===== config.mk =====
export PLATFORM = sky130hd
export DESIGN_NAME = nand_seq_top
export DESIGN_NICKNAME = d
export VERILOG_FILES = /design/src/rtl/nand_seq_pkg.sv /design/src/rtl/nand_seq_regs.sv /design/src/rtl/nand_seq_fsm.sv /design/src/rtl/nand_seq_top.sv
export SDC_FILE = /design/constraint.sdc
export NUM_CORES = 1
export LEC_CHECK = 0
export CELL_PAD_IN_SITES_DETAIL_PLACEMENT = 1
export CELL_PAD_IN_SITES_GLOBAL_PLACEMENT = 1
export CORE_ASPECT_RATIO = 0.7
export CORE_UTILIZATION = 42
export CTS_CLUSTER_SIZE = 8
export DETAILED_ROUTE_END_ITERATION = 6
export DONT_BUFFER_PORTS = 1
export PLACE_DENSITY = 0.79
export SLEW_MARGIN = 15
export SYNTH_ARGS = -nofsm -noshare
export SYNTH_HDL_FRONTEND = slang
export SYNTH_SLANG_ARGS = --single-unit

===== constraint.sdc =====
create_clock -name clk_i -period 2 [get_ports clk_i]
set_clock_uncertainty 0.05 [all_clocks]
set_input_delay 0.4 -clock clk_i [delete_from_list [all_inputs] [get_ports clk_i]]
set_output_delay 0.4 -clock clk_i [all_outputs]
set_load 0.01 [all_outputs]

===== src/rtl/nand_seq_pkg.sv =====
package nand_seq_pkg;
  localparam logic [1:0] A_RST  = 2'd0;
  localparam logic [1:0] A_TIM  = 2'd1;
  localparam logic [1:0] A_MODE = 2'd2;
  localparam logic [1:0] A_DATA = 2'd3;

  typedef enum logic [2:0] {
    ST_IDLE,
    ST_ACK,
    ST_LATCH,
    ST_STRB,
    ST_HOLD
  } seq_st_e;

  typedef struct packed {
    logic       we;
    logic       cle;
    logic       ale;
    logic [1:0] cs;
    logic       ce;
  } mode_t;

  localparam int MODE_W = $bits(mode_t);
endpackage


===== src/rtl/nand_seq_regs.sv =====
module nand_seq_regs
  import nand_seq_pkg::*;
#(
  parameter int HOST_W = 16,
  parameter int PW_W   = 4,
  parameter int HD_W   = 4
) (
  input  logic              clk_i,
  input  logic              rst_ni,
  input  logic              soft_rst_i,
  input  logic              tim_wr_i,
  input  logic              mode_wr_i,
  input  logic [HOST_W-1:0] wdata_i,
  output logic [PW_W-1:0]   pw_o,
  output logic [HD_W-1:0]   hd_o,
  output mode_t             mode_o
);
  localparam int TIM_W = PW_W + HD_W;

  logic [PW_W-1:0] pw_q;
  logic [HD_W-1:0] hd_q;
  mode_t           mode_q;

  always_ff @(posedge clk_i or negedge rst_ni) begin
    if (!rst_ni) begin
      pw_q   <= '0;
      hd_q   <= '0;
      mode_q <= '0;
    end else if (soft_rst_i) begin
      pw_q   <= '0;
      hd_q   <= '0;
      mode_q <= '0;
    end else begin
      if (tim_wr_i) begin
        pw_q <= wdata_i[PW_W-1:0];
        hd_q <= wdata_i[TIM_W-1:PW_W];
      end
      if (mode_wr_i) mode_q <= mode_t'(wdata_i[MODE_W-1:0]);
    end
  end

  assign pw_o   = pw_q;
  assign hd_o   = hd_q;
  assign mode_o = mode_q;

  assert_ce_immediate_R2: assert property (@(posedge clk_i) disable iff (!rst_ni)
    (mode_wr_i && !soft_rst_i) |=> (mode_o.ce == $past(wdata_i[0])));

  assert_soft_reset_R1: assert property (@(posedge clk_i) disable iff (!rst_ni)
    soft_rst_i |=> (mode_o == '0 && pw_o == '0 && hd_o == '0));
endmodule


===== src/rtl/nand_seq_fsm.sv =====
module nand_seq_fsm
  import nand_seq_pkg::*;
#(
  parameter int HOST_W = 16,
  parameter int DW     = 8,
  parameter int PW_W   = 4,
  parameter int HD_W   = 4
) (
  input  logic              clk_i,
  input  logic              rst_ni,
  input  logic              sel_i,
  input  logic              wr_i,
  input  logic [1:0]        addr_i,
  input  logic [HOST_W-1:0] wdata_i,
  input  logic [PW_W-1:0]   pw_i,
  input  logic [HD_W-1:0]   hd_i,
  input  mode_t             mode_i,
  input  logic [DW-1:0]     dq_i,
  output logic              soft_rst_o,
  output logic              tim_wr_o,
  output logic              mode_wr_o,
  output logic              ready_o,
  output logic [HOST_W-1:0] rdata_o,
  output logic              latch_stb_o,
  output logic              we_no,
  output logic              re_no,
  output logic [DW-1:0]     dq_o,
  output logic              dq_oe_o
);
  localparam int CNT_W = (PW_W > HD_W) ? PW_W : HD_W;

  seq_st_e           st_q;
  logic [CNT_W-1:0]  cnt_q;
  logic              is_wr_q;
  logic              we_en_q;
  logic [DW-1:0]     dq_q;
  logic [HOST_W-1:0] rdata_q;
  logic [HOST_W-1:0] rb;
  logic              acc;

  assign acc        = sel_i && (st_q == ST_IDLE);
  assign soft_rst_o = acc && wr_i && (addr_i == A_RST);
  assign tim_wr_o   = acc && wr_i && (addr_i == A_TIM);
  assign mode_wr_o  = acc && wr_i && (addr_i == A_MODE);

  always_comb begin
    rb = '0;
    case (addr_i)
      A_TIM:   rb = HOST_W'({hd_i, pw_i});
      A_MODE:  rb = HOST_W'(mode_i);
      default: rb = '0;
    endcase
  end

  always_ff @(posedge clk_i or negedge rst_ni) begin
    if (!rst_ni) begin
      st_q    <= ST_IDLE;
      cnt_q   <= '0;
      is_wr_q <= 1'b0;
      we_en_q <= 1'b0;
      dq_q    <= '0;
      rdata_q <= '0;
    end else begin
      case (st_q)
        ST_IDLE: if (sel_i) begin
          is_wr_q <= wr_i;
          if (addr_i == A_DATA) begin
            st_q    <= ST_LATCH;
            we_en_q <= mode_i.ale | mode_i.cle | mode_i.we;
            if (wr_i) dq_q <= wdata_i[DW-1:0];
          end else begin
            st_q <= ST_ACK;
            if (!wr_i) rdata_q <= rb;
            if (wr_i && addr_i == A_RST) begin
              dq_q    <= '0;
              rdata_q <= '0;
              cnt_q   <= '0;
              we_en_q <= 1'b0;
            end
          end
        end
        ST_LATCH: begin
          st_q  <= ST_STRB;
          cnt_q <= CNT_W'(pw_i);
        end
        ST_STRB: begin
          if (cnt_q == '0) begin
            st_q  <= ST_HOLD;
            cnt_q <= CNT_W'(hd_i);
            if (!is_wr_q) rdata_q <= HOST_W'(dq_i);
          end else begin
            cnt_q <= cnt_q - 1'b1;
          end
        end
        ST_HOLD: begin
          if (cnt_q == '0) st_q <= ST_ACK;
          else             cnt_q <= cnt_q - 1'b1;
        end
        ST_ACK:  st_q <= ST_IDLE;
        default: st_q <= ST_IDLE;
      endcase
    end
  end

  assign ready_o     = (st_q == ST_ACK);
  assign rdata_o     = rdata_q;
  assign latch_stb_o = (st_q == ST_LATCH);
  assign we_no       = !((st_q == ST_STRB) && is_wr_q && we_en_q);
  assign re_no       = !((st_q == ST_STRB) && !is_wr_q);
  assign dq_o        = dq_q;
  assign dq_oe_o     = is_wr_q && (st_q == ST_LATCH || st_q == ST_STRB || st_q == ST_HOLD);

  assert_latch_single_R3: assert property (@(posedge clk_i) disable iff (!rst_ni)
    latch_stb_o |=> !latch_stb_o);

  assert_we_after_latch_R3: assert property (@(posedge clk_i) disable iff (!rst_ni)
    $fell(we_no) |-> $past(latch_stb_o));

  assert_re_after_latch_R3: assert property (@(posedge clk_i) disable iff (!rst_ni)
    $fell(re_no) |-> $past(latch_stb_o));

  assert_read_quiet_R4: assert property (@(posedge clk_i) disable iff (!rst_ni)
    !re_no |-> (we_no && !dq_oe_o));

  assert_ready_bus_idle_R6: assert property (@(posedge clk_i) disable iff (!rst_ni)
    ready_o |-> (we_no && re_no && !latch_stb_o && !dq_oe_o));

  assert_oe_covers_we_R7: assert property (@(posedge clk_i) disable iff (!rst_ni)
    !we_no |-> dq_oe_o);
endmodule


===== src/rtl/nand_seq_top.sv =====
module nand_seq_top
  import nand_seq_pkg::*;
#(
  parameter int HOST_W = 16,
  parameter int DW     = 8,
  parameter int PW_W   = 4,
  parameter int HD_W   = 4
) (
  input  logic              clk_i,
  input  logic              rst_ni,
  input  logic              sel_i,
  input  logic              wr_i,
  input  logic [1:0]        addr_i,
  input  logic [HOST_W-1:0] wdata_i,
  output logic [HOST_W-1:0] rdata_o,
  output logic              ready_o,
  output logic              ce_o,
  output logic              latch_stb_o,
  output logic [3:0]        latch_d_o,
  output logic              nand_we_no,
  output logic              nand_re_no,
  output logic [DW-1:0]     dq_o,
  output logic              dq_oe_o,
  input  logic [DW-1:0]     dq_i
);
  logic            soft_rst, tim_wr, mode_wr;
  logic [PW_W-1:0] pw;
  logic [HD_W-1:0] hd;
  mode_t           mode;

  nand_seq_regs #(.HOST_W(HOST_W), .PW_W(PW_W), .HD_W(HD_W)) u_regs (
    .clk_i      (clk_i),
    .rst_ni     (rst_ni),
    .soft_rst_i (soft_rst),
    .tim_wr_i   (tim_wr),
    .mode_wr_i  (mode_wr),
    .wdata_i    (wdata_i),
    .pw_o       (pw),
    .hd_o       (hd),
    .mode_o     (mode)
  );

  nand_seq_fsm #(.HOST_W(HOST_W), .DW(DW), .PW_W(PW_W), .HD_W(HD_W)) u_fsm (
    .clk_i       (clk_i),
    .rst_ni      (rst_ni),
    .sel_i       (sel_i),
    .wr_i        (wr_i),
    .addr_i      (addr_i),
    .wdata_i     (wdata_i),
    .pw_i        (pw),
    .hd_i        (hd),
    .mode_i      (mode),
    .dq_i        (dq_i),
    .soft_rst_o  (soft_rst),
    .tim_wr_o    (tim_wr),
    .mode_wr_o   (mode_wr),
    .ready_o     (ready_o),
    .rdata_o     (rdata_o),
    .latch_stb_o (latch_stb_o),
    .we_no       (nand_we_no),
    .re_no       (nand_re_no),
    .dq_o        (dq_o),
    .dq_oe_o     (dq_oe_o)
  );

  assign ce_o      = mode.ce;
  assign latch_d_o = {mode.cs, mode.cle, mode.ale};
endmodule


==> results of run 1 <==
==> worst paths after layout <==
check | startpoint | end | slack (ns) | cells after the start
min reg2reg | u_fsm.cnt_q[1]$_DFFE_PN0P_ | u_fsm.cnt_q[1]$_DFFE_PN0P_ | 0.46 | 1
min | wdata_i[6] | u_fsm.dq_o[6]$_DFFE_PN0P_ | 0.17 | 2
max reg2reg | u_fsm.cnt_q[0]$_DFFE_PN0P_ | u_fsm.rdata_o[1]$_DFFE_PN0P_ | 0.11 | 7
max in group asynchronous | rst_ni | u_fsm.st_q[2]$_DFFE_PN0P_ | 1.17 | 2
min in group asynchronous | rst_ni | u_fsm.cnt_q[3]$_DFFE_PN0P_ | 0.51 | 2
max | u_fsm.cnt_q[0]$_DFFE_PN0P_ | u_fsm.rdata_o[1]$_DFFE_PN0P_ | 0.11 | 7
==> kinds of logic (layout without fill, tap and decap cells) <==
group | after synthesis | in the layout | share of synthesized area
muxes | 9 | 9 | 0.0580
and+or+nand+nor | 88 | 88 | 0.195
DFF | 39 | 39 | 0.435
AOI/OAI and AO/OA | 67 | 67 | 0.189
buffers and inverters | 34 | 30 | 0.0882
adders and majority gates | 6 | 6 | 0.0335
other | 1 | 8 | 0.00167
==> cell usage in the layout, fill, tap and decap left out, types with 2 or more instances in the layout <==
cell | netlist | final
nand2_1 | 51 | 51
nor2b_1 | 6 | 6
a21oi_1 | 3 | 3
clkbuf_8 | 0 | 6
mux2_4 | 8 | 8
ha_1 | 6 | 4
inv_1 | 7 | 5
buf_4 | 12 | 12
o31ai_1 | 2 | 2
dfrtp_1 | 39 | 38
o21ai_0 | 36 | 36
nor2_1 | 7 | 7
a22oi_1 | 8 | 8
and3_1 | 2 | 2
nor3_1 | 3 | 3
a32o_1 | 3 | 3
a31oi_1 | 2 | 2
nand3_1 | 5 | 5
o211ai_1 | 4 | 4
buf_12 | 0 | 2
conb_1 | 1 | 8
o21a_1 | 2 | 2
and2_1 | 2 | 2
o2bb2ai_1 | 2 | 2
==> area by class of cell <==
type | count | area (um2) | share of cell area
Multi-Input combinational cell | 178 | 1110 | 0.448
Sequential cell | 39 | 977 | 0.395
Timing Repair Buffer | 15 | 140 | 0.0566
Tap cell | 69 | 86.3 | 0.0349
Clock buffer | 6 | 82.6 | 0.0334
Inverter | 7 | 43.8 | 0.0177
Clock inverter | 2 | 35.0 | 0.0142
==> layer usage <==
metal	up-vias	wire length (um)	part of all wire	global-route usage
met1	917	2870	0.49	0.341
met4	0	54	0.0092	0.0476
met5	-	0	0	0
met3	8	479	0.081	0.0799
li1	833	-	-	-
met2	69	2480	0.42	0.324
==> per-stage QoR <==
stage / util / TNS (ns) / total power, uW / hold WS, ns
2_1_floorplan: - / -0.0135 / 2440 / 0.0544
3_3_place_gp: 0.468 / 0 / 2700 / 0.0559
3_5_place_dp: 0.468 / 0 / 2790 / 0.0553
4_1_cts: 0.498 / 0 / 3520 / 0.164
5_1_grt: 0.498 / 0 / 3760 / 0.173
6_report: 0.498 / 0 / 3500 / 0.170
==> repair_timing <==
item | 4_1_cts | 5_1_grt
setup buffers | 0 | 0
hold buffers | 2 | 0
hold endpoints to repair | 39 | 0
endpoints found under the setup margin | 0 | 4
gates resized for setup | 0 | 1
==> flip-flops by register name, indices dropped and copies added, names as in the netlist <==
register / cells
u_fsm.cnt_q: 4
u_fsm.dq_o: 8
u_fsm.is_wr_q: 1
u_fsm.rdata_o: 8
u_fsm.st_q: 3
u_fsm.we_en_q: 1
u_regs.hd_o: 4
u_regs.mode_o: 6
u_regs.pw_o: 4
==> power breakdown <==
group          leakage, uW  switching, uW  internal, uW
Sequential        0.000496            369          1100
Combinational     0.000538            736           598
Clock            0.0000612            296           404
Total              0.00110           1400          2100
==> metrics.txt, run 1 <==
Final Wtd Congestion=0.791; Area Overhead vs Synth=10.4%; clk slew on worst S/H paths=0.08 ns; Site Rows=21; die height=63.1 um; Post-synth EDFFs=0; syn avg cell area=9.19 um2; die area=5640 um2; RSZ-0062 raised after global routing=no; worst-skew pair later-pin latency=0.29 ns; Starting DRT DRC Count=67; Vias/cell=5.78; Via Count=1827; Tcrit/Tclk final=0.945; I/O Buffers=0; largest net degree at the start of global routing=40; grt ovf=0; design area=2470 um2; Slew Viols, Final=0; status=completed; hold crit path type=input port to register; antenna cells=0; Initial Util=0.451; global-route wire length before repair=9.65 mm; crit end category=register; post-route ant nets=0; Clock Path Buffers=2; Synth Register Bits=39; Crit path max-delay family=flip-flops; core area=4970 um2; Tightest Pin Transition=0.838 ns; area leader, netlist=dfrtp_1; Worst path max stage delay=0.42 ns; clock sinks=39; Rel. slew slack=0.439; drt pass-1 iters=4; CP Cell Sequence=inv_1 -> ha_1 -> nor3b_2 -> nand4_1 -> a21oi_4 -> buf_12 -> mux2_4; pre-CTS WS=0.0281 ns; Worst Path Arrival=2.02 ns; Main synth FF type=dfrtp_1; final std cells w/o fill=316; final net count=282; GRT Util Overall=0.231; Leakage=0.00110 uW; Achievable Freq=0.529 GHz; layout cells sized above 1=0.174; Final min period=1.89 ns; Synth cell types=44; FFs w/ async S/R, synth=1.00; setup ws final=0.111 ns; VDD IR max=760 uV; Die Width=89.3 um; Synth top area share=0.435; type of origin of the critical path=register; top cells by area, synth=dfrtp_1 (44%), nand2_1 (8.5%), o21ai_0 (8.0%); slowest cell on the critical path=dfrtp_1; max cap viols=0; Setup violations, final=0; Remaining DRCs=0; kind of critical path=register to register; root buf cell=clkbuf_8; final wirelength=5.89 mm; Final Hold Viols=0; CTS Buf Count=5; Seq/Total Area, Yosys=0.435; YS warnings=0; mapped cell area=2240 um2; Cells after DPL=306; P per Cell Area=1410 nW/um2; most frequent cell after synthesis=nand2_1; worst path required time=2.13 ns; Mapped Cells=244; fillcell total=572; I/O pins=64; DR WL/cell=18.6 um; Detail Placement HPWL=4.47 mm; initial antenna violation count=0; vias in the first global route=1909; placed inst area=2330 um2; CTS tree=yes; CTS H-Tree Depth=2; Post-synth top cells=nand2_1 (51), dfrtp_1 (39), o21ai_0 (36); CP max FO=8; Buf/Inv on CP=2
Note: power is estimated with default switching activity, not from simulation.
==> inputs of run 2 (changes only) <==
- CELL_PAD_IN_SITES_DETAIL_PLACEMENT: 1 -> default
- CELL_PAD_IN_SITES_GLOBAL_PLACEMENT: 1 -> default
- CORE_UTILIZATION: 42 -> 40
- PLACE_DENSITY: 0.79 -> 0.6
- SKIP_LAST_GASP: default -> 1
==> metrics.txt, run 2 (synthesis results as in run 1) <==
CTS H-Tree Depth=2; largest net degree at the start of global routing=40; CTS Buf Count=5; core area=5310 um2; global-route wire length before repair=8.18 mm; Die Width=91.5 um; crit path from=u_fsm.st_q[2]$_DFFE_PN0P_; Slew Viols, Final=0; Starting DRT DRC Count=62; total power=3580 uW; Cells after DPL=309; final wirelength=5.24 mm; multi-input gate area in the final layout=1110 um2; CP max FO=11; die area=5910 um2; GRT Util Overall=0.185; Achievable Freq=0.534 GHz; Worst Reg-to-Reg Cells=7; slowest cell on the critical path=dfrtp_1; clk slew on worst S/H paths=0.08 ns; commonest non-fill, non-tap cell in the layout=nand2_1; I/O Buffers=0; grt ovf=0; Clock Path Buffers=2; die height=64.6 um; initial antenna violation count=0; status=completed; clock sinks=39; Final Hold Viols=0; Worst path max stage delay=0.44 ns; drt pass-1 iters=4; max cap viols=0; P per Cell Area=1430 nW/um2; kind of critical path=register to output pin; crit end category=output pin; Detail Placement HPWL=4.00 mm; Area Overhead vs Synth=12.1%; RSZ-0062 raised after global routing=yes; hold crit path type=input port to register; worst path required time=1.55 ns; type of origin of the critical path=register; Setup crit end=dq_oe_o; CP Cell Sequence=buf_4 -> nor2b_1 -> nor2_1 -> nor2_1; Leakage=0.00111 uW; layout cells sized above 1=0.177; fillcell total=494; flop2flop setup slack=0.14 ns; Remaining DRCs=0; pre-CTS WS=0.0313 ns; VDD IR max=553 uV; CTS tree=yes; Final min period=1.87 ns; vias in the first global route=1524; Tcrit/Tclk final=0.936; root buf cell=clkbuf_8; Via Count=1677; most frequent cells in the layout=nand2_1 (51), dfrtp_1 (39), o21ai_0 (36); Site Rows=22; Worst Path Arrival=1.42 ns; I/O pins=64; Crit Reg-Reg Endpoint=u_fsm.rdata_o[7]$_DFFE_PN0P_; post-route ant nets=0; final net count=284; Vias/cell=5.22; crit-path most repeated cell=nor2_1; Reg2Reg Launch Point=u_fsm.cnt_q[0]$_DFFE_PN0P_; Setup violations, final=0; sequential cell area=976 um2; worst-skew pair later-pin latency=0.29 ns; setup ws final=0.128 ns; DR WL/cell=16.3 um; antenna cells=0; Initial Util=0.422; Final Wtd Congestion=0.884; final std cells w/o fill=321
run 2: cell count changes in the layout (fill, tap and decap cells not counted):
cell       delta
bufinv_16     +1
clkbuf_8      -1
buf_4         +2
clkbuf_1      +1
clkinv_2      -1
nor3b_2       +1
dfrtp_2       -1
nor3b_1       -1
dfrtp_1       +1
run 2: final cells by class:
type | instances | share of cell area
Inverter | 7 | 0.0174
Timing Repair Buffer | 17 | 0.0618
Clock inverter | 2 | 0.0239
Multi-Input combinational cell | 178 | 0.444
Clock buffer | 6 | 0.0289
Tap cell | 72 | 0.0359
Sequential cell | 39 | 0.388
run 2: routing by layer:
layer	global-route usage	routed length, um	vias up	part of all wire
met3	0.0657	351	4	0.067
met2	0.237	2050	50	0.39
met4	0.0536	46	0	0.0088
met1	0.283	2780	787	0.53
met5	0	0	-	0
li1	-	-	836	-
run 2: worst min-delay path by stage:
stage,startpoint,to,depth (start not counted)
after floorplan,rst_ni,u_fsm.cnt_q[0]$_DFFE_PN0P_,0
after global placement,rst_ni,u_fsm.cnt_q[2]$_DFFE_PN0P_,0
after detailed placement,rst_ni,u_fsm.rdata_o[7]$_DFFE_PN0P_,0
after CTS,wdata_i[6],u_fsm.dq_o[6]$_DFFE_PN0P_,2
after global routing,wdata_i[6],u_fsm.dq_o[6]$_DFFE_PN0P_,2
final,wdata_i[6],u_fsm.dq_o[6]$_DFFE_PN0P_,2
run 2: per-stage QoR:
stage | utilization | setup TNS [ns] | cell area, um2 | hold slack (ns)
floorplan | - | -0.0135 | 2310 | 0.0544
global placement | 0.439 | 0 | 2330 | 0.0559
detailed placement | 0.439 | 0 | 2330 | 0.0558
CTS | 0.469 | 0 | 2490 | 0.158
global route | 0.473 | -0.00879 | 2510 | 0.154
finish | 0.473 | 0 | 2510 | 0.166
run 2: timing repair:
action / in CTS / in global routing
hold buffers: 2 / 0
endpoints found under the hold margin: 39 / 0
buffers inserted: 0 / 2
setup endpoints to repair: 0 / 14
resized for setup: 0 / 1
run 2: power breakdown:
part           switching (uW)  internal [uW]  total [uW]
registers                 357           1100        1460
clock network             287            499         786
logic                     720            621        1340
run 2: critical path: cells and delay by family, from the launching register on:
| kind | cells | cell delay (ns) |
|---|---|---|
| and+or+nand+nor | 3 | 0.48 |
| DFF | 1 | 0.44 |
| buffers and inverters | 1 | 0.20 |
==> inputs of run 3 (changes only) <==
- ABC_AREA: default -> 1
- CELL_PAD_IN_SITES_DETAIL_PLACEMENT: default -> 0
- CELL_PAD_IN_SITES_GLOBAL_PLACEMENT: default -> 1
- PLACE_DENSITY: 0.6 -> 0.78
==> metrics.txt, run 3 <==
status=completed; Slew Viols, Final=0; drt pass-1 iters=4; Site Rows=22; Setup violations, final=0; top cells by area, synth=dfrtp_1 (41%), nand2_1 (21%), nand3_1 (6.2%); Synth Area in Simple Gates=0.399; Cells after DPL=385; Die Width=93.8 um; CTS H-Tree Depth=2; post_cts resized=0; Leakage=0.00135 uW; most frequent cells in the layout=nand2_1 (131), dfrtp_1 (39), nand3_1 (29); YS warnings=0; antenna cells=0; global-route wire length before repair=9.85 mm; Synth cell types=26; final wirelength=5.79 mm; WHS Path Cells=2; Worst Path Arrival=1.45 ns; most frequent cell after synthesis=nand2_1; final std cells w/o fill=395; fillcell total=572; VDD IR max=450 uV; Remaining DRCs=0; Seq/Total Area, Yosys=0.414; CP Cell Sequence=nand2_2 -> nor2_4 -> nand3_1; Clock Path Buffers=2; multi-input gate area in the final layout=1200 um2; kind of critical path=register to output pin; DR WL/cell=14.7 um; Crit path max-delay family=simple AND/OR/NAND/NOR gates; Detail Placement HPWL=4.41 mm; Mapped Cells=319; grt ovf=0; Tcrit/Tclk final=0.952; CTS Buf Count=5; I/O pins=64; worst path required time=1.55 ns; Core Util, Final=0.458; syn avg cell area=7.39 um2; largest net degree at the start of global routing=40; Initial Util=0.433; Post-synth EDFFs=0; Area Overhead vs Synth=5.84%; Synth top area share=0.414; RSZ-0062 raised after global routing=no; Post-synth top cells=nand2_1 (131), dfrtp_1 (39), nand3_1 (29); die height=66.2 um; CTS tree=yes; type of origin of the critical path=register; Achievable Freq=0.525 GHz; Final min period=1.90 ns; CP max FO=16; root buf cell=clkbuf_8; commonest non-fill, non-tap cell in the layout=nand2_1; clock sinks=39; final net count=358; max cap viols=0; GRT Util Overall=0.212; hold crit path type=input port to register; die area=6210 um2; adder-cell area share of the yosys netlist=0.0318; crit end category=output pin; post-synthesis mux area share=0; clk slew on worst S/H paths=0.08 ns; core area=5450 um2; Buf/Inv on CP=0; Main synth FF type=dfrtp_1; I/O Buffers=0; area leader, netlist=dfrtp_1; TNS Setup=0 ns; slowest cell on the critical path=dfrtp_1; total power=3260 uW; Post-CTS Setup Repair Bufs=0; largest family of logic cells by synthesized area=simple AND/OR/NAND/NOR gates; CTS Hold Bufs=2; Vias/cell=4.99; CP Depth=3; Tightest Pin Transition=0.509 ns; WHS=0.188 ns; Final Wtd Congestion=0.849; Synth Area in XOR/XNOR=0.00371; vias in the first global route=1931; Starting DRT DRC Count=89; FFs w/ async S/R, synth=1.00; Via Count=1973; Rel. slew slack=0.658; post-route ant nets=0; sequential cell area=976 um2; Synth Register Bits=39; P per Cell Area=1300 nW/um2; initial antenna violation count=0; Worst Reg-to-Reg Cells=9; Worst path max stage delay=0.52 ns; Compound-Gate Fraction of Synth Area=0.0631; Final Hold Viols=0; mapped cell area=2360 um2; layout cells sized above 1=0.108; worst-skew pair later-pin latency=0.29 ns
[run 3: cell families after synthesis]
logic type      after synthesis
simple gates                202
buf+inv                      41
compound gates               29
xor+xnor                      1
fa+ha+maj                     6
flops                        39
other cells                   1
[run 3: worst paths after layout]
| path | from | end | slack (ns) |
|---|---|---|---|
| worst max-delay path | u_fsm.st_q[0]$_DFFE_PN0P_ | nand_we_no | 0.1 |
| worst min-delay path | wdata_i[6] | u_fsm.dq_o[6]$_DFFE_PN0P_ | 0.19 |
| worst max register to register | u_fsm.cnt_q[0]$_DFFE_PN0P_ | u_fsm.rdata_o[7]$_DFFE_PN0P_ | 0.24 |
| worst min register to register | u_regs.hd_o[1]$_DFFE_PN0P_ | u_regs.hd_o[1]$_DFFE_PN0P_ | 0.46 |
| max in group asynchronous | rst_ni | u_regs.hd_o[3]$_DFFE_PN0P_ | 1.16 |
| min in group asynchronous | rst_ni | u_fsm.dq_o[6]$_DFFE_PN0P_ | 0.54 |
[run 3: layout make-up]
class                           count  share of cell area
Clock inverter                      2             0.00501
Inverter                           27              0.0416
Multi-Input combinational cell    246               0.482
Clock buffer                        6              0.0291
Tap cell                           72              0.0361
Sequential cell                    39               0.391
Timing Repair Buffer                3              0.0150
[run 3: report_power, final]
group          internal, uW  total (uW)  switching, uW  leakage, uW
clock                   244         538            294    0.0000412
sequential             1110        1480            374     0.000506
combinational           400        1240            838     0.000807
[run 3: stage by stage]
step | instance area, um2 | worst slack [ns]
after floorplan | 2380 | 0.514
after global placement | 2380 | 0.294
after detailed placement | 2380 | 0.269
after CTS | 2500 | 0.0815
after global routing | 2500 | 0.0180
final | 2500 | 0.0965
[run 3: routing by layer]
metal  track usage  part of all wire  up-vias
met2         0.286              0.38       56
met4        0.0577            0.0098        0
li1              -                 -      987
met5             0                 0        -
met3        0.0575             0.069        5
met1         0.324              0.54      925
[run 3: worst register-to-register path, stage by stage (launching register included)]
cell and delay [ns]:
dfrtp_1 0.40, inv_1 0.15, ha_1 0.21, nand2_1 0.15
nand2_2 0.14, nand2_2 0.07, nor2_4 0.22, nand2_4 0.12
nand2_1 0.08, nand2_1 0.05
